[config.mk]
export PLATFORM = sky130hd
export DESIGN_NAME = vid_access_seq
export DESIGN_NICKNAME = d
export VERILOG_FILES = /design/src/rtl/vseq_pkg.sv /design/src/rtl/vseq_sync.sv /design/src/rtl/vseq_wait_shadow.sv /design/src/rtl/vid_access_seq.sv
export SDC_FILE = /design/constraint.sdc
export NUM_CORES = 1
export LEC_CHECK = 0
export BUFFER_PORTS_ARGS = -buffer_cell sky130_fd_sc_hd__buf_2
export CORE_ASPECT_RATIO = 0.6
export CORE_MARGIN = 1.5
export CORE_UTILIZATION = 48
export DETAILED_ROUTE_END_ITERATION = 10
export PLACE_DENSITY = 0.76
export SETUP_SLACK_MARGIN = 0.1
export SLEW_MARGIN = 20
export SYNTH_ARGS = -nofsm -noshare
export SYNTH_HDL_FRONTEND = slang
export SYNTH_HIERARCHICAL = 1
export SYNTH_SLANG_ARGS = --single-unit
[constraint.sdc]
create_clock -name clk -period 1.81 [get_ports clk]
set_input_delay 0.0905 -clock clk [delete_from_list [all_inputs] [get_ports clk]]
set_output_delay 0.0905 -clock clk [all_outputs]
set_load 0.02 [all_outputs]
[src/rtl/vseq_pkg.sv]
package vseq_pkg;
  typedef enum logic [1:0] {ST_RST, ST_IDLE, ST_STROBE, ST_GAP} seq_state_e;

  localparam logic [1:0] PORT_DATA = 2'd0;
  localparam logic [1:0] PORT_CTRL = 2'd1;
  localparam logic [5:0] WAIT_REG  = 6'd25;
  localparam int         WAIT_BIT  = 2;

  // Round a duration in ns up to whole cycles at clk_khz; at least one cycle.
  function automatic int ns_to_cycles(input longint ns, input longint clk_khz);
    longint t;
    t = (ns * clk_khz + 64'd999999) / 64'd1000000;
    if (t < 1) t = 1;
    return int'(t);
  endfunction
endpackage

[src/rtl/vseq_sync.sv]
module vseq_sync #(
  parameter int   STAGES    = 2,
  parameter logic RESET_VAL = 1'b1
) (
  input  logic clk,
  input  logic rst,
  input  logic d,
  output logic q
);
  generate
    if (STAGES == 0) begin : g_bypass
      assign q = d;
    end else begin : g_chain
      logic [STAGES-1:0] chain;
      always_ff @(posedge clk) begin
        if (rst) chain <= {STAGES{RESET_VAL}};
        else     chain <= {chain[STAGES-2+((STAGES==1)?1:0):0], d} ;
      end
      assign q = chain[STAGES-1];
    end
  endgenerate
endmodule

[src/rtl/vseq_wait_shadow.sv]
module vseq_wait_shadow
  import vseq_pkg::*;
(
  input  logic       clk,
  input  logic       rst,
  input  logic       wr_ctl,   // write to control port taken this cycle
  input  logic       rd_ctl,   // read of control port taken this cycle
  input  logic [7:0] byte_in,
  output logic       wait_en
);
  logic second;     // next control write is the second byte of a pair
  logic held_bit;   // wait bit carried by the first byte

  always_ff @(posedge clk) begin
    if (rst) begin
      second   <= 1'b0;
      held_bit <= 1'b0;
      wait_en  <= 1'b0;
    end else if (rd_ctl) begin
      second <= 1'b0;
    end else if (wr_ctl) begin
      if (!second) begin
        held_bit <= byte_in[WAIT_BIT];
        second   <= 1'b1;
      end else begin
        second <= 1'b0;
        if (byte_in[7:6] == 2'b10 && byte_in[5:0] == WAIT_REG)
          wait_en <= held_bit;
      end
    end
  end

  AST_WAITEN_ONLY_ON_PAIR: assert property (@(posedge clk) disable iff (rst)
    (wait_en != $past(wait_en)) |-> $past(wr_ctl && second))
    else $error("wait enable changed outside a register write pair");
endmodule

[src/rtl/vid_access_seq.sv]
module vid_access_seq
  import vseq_pkg::*;
#(
  parameter int CLK_KHZ      = 200000,
  parameter int STROBE_NS    = 100,
  parameter int SHORT_GAP_NS = 2000,
  parameter int LONG_GAP_NS  = 8000,
  parameter int RESET_NS     = 10000,
  parameter int SYNC_STAGES  = 2
) (
  input  logic       clk,
  input  logic       rst,
  input  logic       req_valid,
  output logic       req_ready,
  input  logic       req_write,
  input  logic [1:0] req_port,
  input  logic [7:0] req_wdata,
  output logic       rsp_valid,
  output logic [7:0] rsp_rdata,
  output logic       vid_reset_n,
  output logic       vid_wr_n,
  output logic       vid_rd_n,
  output logic [1:0] vid_mode,
  output logic [7:0] vid_dout,
  input  logic [7:0] vid_din,
  input  logic       vid_wait_n
);
  localparam int STB_CYC   = ns_to_cycles(STROBE_NS, CLK_KHZ);
  localparam int SHORT_CYC = ns_to_cycles(SHORT_GAP_NS, CLK_KHZ);
  localparam int LONG_CYC  = ns_to_cycles(LONG_GAP_NS, CLK_KHZ);
  localparam int RST_CYC   = ns_to_cycles(RESET_NS, CLK_KHZ);
  localparam int MAX_AB    = (STB_CYC > SHORT_CYC) ? STB_CYC : SHORT_CYC;
  localparam int MAX_CD    = (LONG_CYC > RST_CYC) ? LONG_CYC : RST_CYC;
  localparam int MAX_CYC   = (MAX_AB > MAX_CD) ? MAX_AB : MAX_CD;
  localparam int CW        = $clog2(MAX_CYC + 1);

  seq_state_e    st;
  logic [CW-1:0] cnt;
  logic          op_wr;
  logic [1:0]    op_port;
  logic [7:0]    op_data;
  logic          wait_s;
  logic          wait_en;
  logic          accept;
  logic          stall;
  logic          strobe_on;

  assign accept = req_valid && req_ready;
  assign stall  = wait_en && !wait_s;

  vseq_sync #(.STAGES(SYNC_STAGES), .RESET_VAL(1'b1)) u_wsync (
    .clk(clk), .rst(rst), .d(vid_wait_n), .q(wait_s)
  );

  vseq_wait_shadow u_shadow (
    .clk(clk), .rst(rst),
    .wr_ctl(accept && req_write && req_port == PORT_CTRL),
    .rd_ctl(accept && !req_write && req_port == PORT_CTRL),
    .byte_in(req_wdata),
    .wait_en(wait_en)
  );

  always_ff @(posedge clk) begin
    if (rst) begin
      st        <= ST_RST;
      cnt       <= CW'(RST_CYC - 1);
      op_wr     <= 1'b0;
      op_port   <= 2'd0;
      op_data   <= 8'd0;
      rsp_valid <= 1'b0;
      rsp_rdata <= 8'd0;
    end else begin
      rsp_valid <= 1'b0;
      unique case (st)
        ST_RST: begin
          if (cnt == '0) st <= ST_IDLE;
          else           cnt <= cnt - 1'b1;
        end
        ST_IDLE: begin
          if (accept) begin
            st      <= ST_STROBE;
            cnt     <= CW'(STB_CYC - 1);
            op_wr   <= req_write;
            op_port <= req_port;
            op_data <= req_wdata;
          end
        end
        ST_STROBE: begin
          if (!stall) begin
            if (cnt == '0) begin
              st        <= ST_GAP;
              cnt       <= (op_port == PORT_DATA) ? CW'(LONG_CYC - 1) : CW'(SHORT_CYC - 1);
              rsp_valid <= 1'b1;
              if (!op_wr) rsp_rdata <= vid_din;
            end else begin
              cnt <= cnt - 1'b1;
            end
          end
        end
        ST_GAP: begin
          if (cnt == '0) st <= ST_IDLE;
          else           cnt <= cnt - 1'b1;
        end
        default: st <= ST_IDLE;
      endcase
    end
  end

  assign req_ready   = (st == ST_IDLE);
  assign vid_reset_n = (st != ST_RST);
  assign vid_wr_n    = !(st == ST_STROBE && op_wr);
  assign vid_rd_n    = !(st == ST_STROBE && !op_wr);
  assign vid_mode    = op_port;
  assign vid_dout    = op_data;
  assign strobe_on   = !vid_wr_n || !vid_rd_n;

  AST_RESET_QUIET: assert property (@(posedge clk) disable iff (rst)
    !vid_reset_n |-> (vid_wr_n && vid_rd_n && !req_ready))
    else $error("activity during device reset");
  AST_BUSY_IN_STROBE: assert property (@(posedge clk) disable iff (rst)
    strobe_on |-> !req_ready)
    else $error("ready during strobe");
  AST_STROBE_FIELDS_STABLE: assert property (@(posedge clk) disable iff (rst)
    (strobe_on && $past(strobe_on)) |-> ($stable(vid_mode) && $stable(vid_dout)))
    else $error("mode or data moved under strobe");
  AST_DONE_AFTER_STROBE: assert property (@(posedge clk) disable iff (rst)
    rsp_valid |-> ($past(strobe_on) && !strobe_on))
    else $error("done pulse not at strobe end");
  AST_ONE_STROBE: assert property (@(posedge clk) disable iff (rst)
    !(!vid_wr_n && !vid_rd_n))
    else $error("both strobes active");
  AST_STALL_HOLDS_STROBE: assert property (@(posedge clk) disable iff (rst)
    (strobe_on && stall) |=> strobe_on)
    else $error("strobe ended while wait held");
endmodule

==> reports/summary.txt <==
STA
-----------------------------------------------------------------------------------------
Final slew viol count                                                                   0
Setup repair after global routing missed its margin                                   yes
Transition time at the pin with the least slew margin                            0.686 ns
Max Clock Skew                                                                 0.00567 ns
Relative slew slack                                                                 0.543
Maximum clock rate                                                                546 MHz
Portion of the clock cycle consumed by the worst path in the final layout            1.01
Final-layout worst hold slack                                                   0.0300 ns
Setup violations, final                                                                 2
Crit path setup slack, layout                                                  -0.0230 ns
Final hold violations                                                                   0
Minimum clock period after layout                                                 1.83 ns

LOGIC SYNTHESIS
-----------------------------------------------------------------------------------------
Number of storage elements in the synthesis netlist                                    38
Mean post-synth cell area                                                      8.80 sq um
Share of the synthesized area in the top cell type                                  0.397
Post-synthesis cell type with the largest combined area                           dfxtp_1
Yosys synthesis warning count                                                           6
Number of distinct library cells after synthesis                                       50
Cell area after synthesis                                                    0.00192 sq mm
Syn Inst Count                                                                        218
Most area-consuming cells after synthesis                                    dfxtp_1, nand2_1, mux2i_1
Number of flops mapped to enable cells by yosys                                         0
Commonest register cell after synthesis                                           dfxtp_1
Proportion of register bits with asynchronous set or reset after synthesis              0
Net count after synthesis                                                             246
Fraction of the yosys area taken by sequential cells                                0.397

CELLS AND AREA
-----------------------------------------------------------------------------------------
Fraction of final layout cells sized beyond drive strength 1                        0.434
Layout net count                                                                      325
Final Util                                                                          0.714
Antenna fix cells                                                                       0
Layout-stage area growth over the synthesis result                                  39.3%

STATUS
-----------------------------------------------------------------------------------------
Run status                                                                   finished, violations left
Violated checks                                                              negative setup slack

CLOCK NETWORK
-----------------------------------------------------------------------------------------
# H-tree levels                                                                         2
CTS max path bufs                                                                       2
Clock slew at reported path FFs                                                   0.08 ns
Clock latency on the worst-skew pair                                              0.30 ns
CTS tree                                                                             done
Root buf cell                                                                    clkbuf_8
# clock sinks                                                                          38
Inserted Clock Buffers                                                                  5

FLOORPLANNING
-----------------------------------------------------------------------------------------
Cell Rows                                                                              17
Full die area                                                                0.00440 sq mm
Core region area                                                             0.00374 sq mm
Starting utilization of the core area                                               0.512
Die span in y                                                                     52.0 um
Horizontal extent of the die                                                      84.6 um
Top-Level Pins                                                                         46

GRT
-----------------------------------------------------------------------------------------
Maximum number of pins on one net before global-route repair                           40
Overflow after GRT                                                                      0
First-pass GRT wire length                                                        7.88 mm
Aggregate global-route resource usage                                               0.234
Antenna violations before repair                                                        0
Vias in the first global route                                                      1,613

DETAILED ROUTING
-----------------------------------------------------------------------------------------
Aggregate routed wire length                                                      5.33 mm
Routed via count                                                                    1,884
DRC violation count after routing                                                       0
Detailed Routing Iterations Pass 1                                                      4
Residual antenna-violating net count after detailed routing                             0
1st-iter DRT viols                                                                     84
Routed length per instance                                                        15.5 um
Vias per cell                                                                        5.48

JOB
-----------------------------------------------------------------------------------------
Number of maximum-capacitance violations                                                0

WORST SETUP PATH
-----------------------------------------------------------------------------------------
Count of buffer and inverter cells on the critical path                                 2
Critical path required time                                                       2.00 ns
Crit Path Category                                                             reg -> reg
CP arrival                                                                        2.02 ns
Worst-case reg-to-reg path depth                                                        7
Source of the worst register-to-register timing path                         cnt[1]$_SDFFE_PP1P_
Minimum setup slack among reg-to-reg paths                                       -0.02 ns
Category of the worst setup path launch point                                   flip-flop
Cell family with the largest share of critical-path delay                    simple AND/OR/NAND/NOR gates
Longest individual stage delay on the worst path                                  0.33 ns
Slowest CP cell                                                                   dfxtp_2
Maximum fanout count along the critical path                                            8
Critical Path End Type                                                          flip-flop
Worst reg2reg path endpoint                                                  cnt[3]$_SDFFE_PP1P_
Critical path cell sequence                                                  inv_2 -> ha_4 -> nor4b_4 -> buf_4 -> nand3_4 -> mux2_4 -> a221o_1

PLACE
-----------------------------------------------------------------------------------------
Final RePlAce weighted congestion                                                   0.911
Number of buffer cells added on primary ports                                          45
Worst slack after detailed placement                                           -0.0518 ns
Detailed placer's ending HPWL                                                     3.62 mm

MIN PATH
-----------------------------------------------------------------------------------------
Path category of the worst min-delay check                                      in -> reg
Hold path endpoint                                                           rsp_rdata[3]$_SDFFE_PP0P_
Hold path depth                                                                         3
Start point of the worst min-delay path                                        vid_din[3]

POWER
-----------------------------------------------------------------------------------------
Power Density                                                                 568 mW/mm^2
Fraction of power spent switching nets                                              0.239
Internal cell power                                                               1.16 mW
Standby leakage power                                                             1.20 nW
Peak supply drop                                                                 0.450 mV
Sequential share of power                                                           0.559
Clock power frac                                                                    0.374
Combinational share of power                                                        0.067
Switching Power                                                                  0.363 mW

[power by group through the flow]
stage | clock network [mW] | registers, mW | logic [mW]
floorplan | 0 | 0.870 | 0.0423
global placement | 0 | 0.868 | 0.0871
detailed placement | 0 | 0.868 | 0.0890
CTS | 0.575 | 0.849 | 0.0909
global route | 0.608 | 0.849 | 0.111
finish | 0.568 | 0.848 | 0.102
[registers in the layout, indices dropped and copies added, names as in the netlist]
signal and cells:
rsp_valid 1, cnt 11, u_wsync/g_chain.chain 2, st 2, u_shadow/wait_en 1, rsp_rdata 8, u_shadow/held_bit 1, u_shadow/second 1
vid_dout 8, op_wr 1, vid_mode 2
[kinds of logic (layout without fill, tap and decap cells)]
logic type / Yosys count / in the layout / share of synthesized area
buffers and inverters: 17 / 96 / 0.0502
XOR/XNOR: 4 / 4 / 0.0183
flip-flops: 38 / 38 / 0.397
adder cells (fa/ha/maj): 5 / 5 / 0.0326
AO/OA/AOI/OAI: 51 / 51 / 0.167
AND/OR/NAND/NOR: 91 / 91 / 0.270
multiplexers: 12 / 12 / 0.0652
[routing by layer]
layer  wire, um  track usage
met4          9       0.0430
met5          0            0
met3        494       0.0921
met2       2300        0.332
met1       2520        0.336
[worst reg2reg max path, stage by stage, from the launching register on]
cell and delay (ns):
dfxtp_2 0.33, inv_2 0.07, ha_4 0.14, nor4b_4 0.24
buf_4 0.18, nand3_4 0.15, mux2_4 0.33, a221o_1 0.31
[layout make-up]
type	count	area [sq um]
clock buffer	5	68.8
clock inverter	2	10.0
fill	281	1070
inverter	8	30.0
multi-input combinational	163	1220
sequential	38	767
tap	47	58.8
timing repair buffer	81	513
[worst max-delay path by stage]
stage                              startpoint             endpoint  slack [ns]  cells after the start
after CTS                 cnt[1]$_SDFFE_PP1P_  cnt[3]$_SDFFE_PP1P_        0.03                      7
final                     cnt[1]$_SDFFE_PP1P_  cnt[3]$_SDFFE_PP1P_       -0.02                      7
after floorplan            st[0]$_SDFFE_PP0P_  cnt[6]$_SDFFE_PP1P_        0.09                      6
after detailed placement  cnt[1]$_SDFFE_PP1P_  cnt[6]$_SDFFE_PP1P_       -0.05                      7
after global routing      cnt[1]$_SDFFE_PP1P_  cnt[7]$_SDFFE_PP1P_        -0.1                      8
after global placement    cnt[1]$_SDFFE_PP1P_  cnt[6]$_SDFFE_PP1P_        0.01                      7
[cells in the mapped netlist (2+ instances only)]
cell type  number
o21a_1          3
and4bb_2        2
mux2i_1        11
clkbuf_1        5
nor3b_1         3
nand3_1         2
buf_6           2
dfxtp_1        38
and2_1          2
nor2b_1         2
a211o_1         3
nand2_1        31
a221o_1         2
o21ai_1         6
inv_1           8
nand3b_1        2
ha_1            5
o22ai_1         2
or2_1           2
nor4b_1         2
nor2_1         19
a211oi_1        4
a21oi_1        20
xnor2_1         3
o21ai_0         5
nand2b_1        6
nor3_1          5
[cell usage in the layout (no fill, tap or decap), types with 3 or more instances in the layout]
master	synthesis	layout
buf_2	0	45
dfxtp_1	38	33
buf_4	0	32
nand2_1	31	29
a21oi_1	20	19
nor2_1	19	18
mux2i_1	11	11
nand2b_1	6	6
o21ai_1	6	6
inv_1	8	5
nor3_1	5	5
clkbuf_8	1	5
dfxtp_2	0	5
ha_4	0	4
inv_2	0	3
nor3b_2	0	3
o21ai_0	5	3
a211o_1	3	3
a211oi_1	4	3
xnor2_1	3	3
[stage by stage]
stage | area (sq um) | setup TNS (ns) | power [mW] | cells
floorplan | 1950 | 0 | 0.913 | 218
global placement | 2380 | 0 | 0.955 | 330
detailed placement | 2380 | -0.0689 | 0.957 | 330
CTS | 2540 | 0 | 1.51 | 340
global route | 2670 | -0.936 | 1.57 | 344
finish | 2670 | -0.0387 | 1.52 | 344
[timing repair]
| action | CTS | global route |
|---|---|---|
| buffers inserted | 2 | 4 |
| endpoints found under the hold margin | 1 | 0 |
| setup endpoints to repair | 19 | 23 |
| hold buffers | 1 | 0 |
| pin swaps | 4 | 9 |
| gates cloned | 0 | 0 |
| resized for setup | 14 | 21 |
No activity file was read; power rests on OpenSTA's default activity.
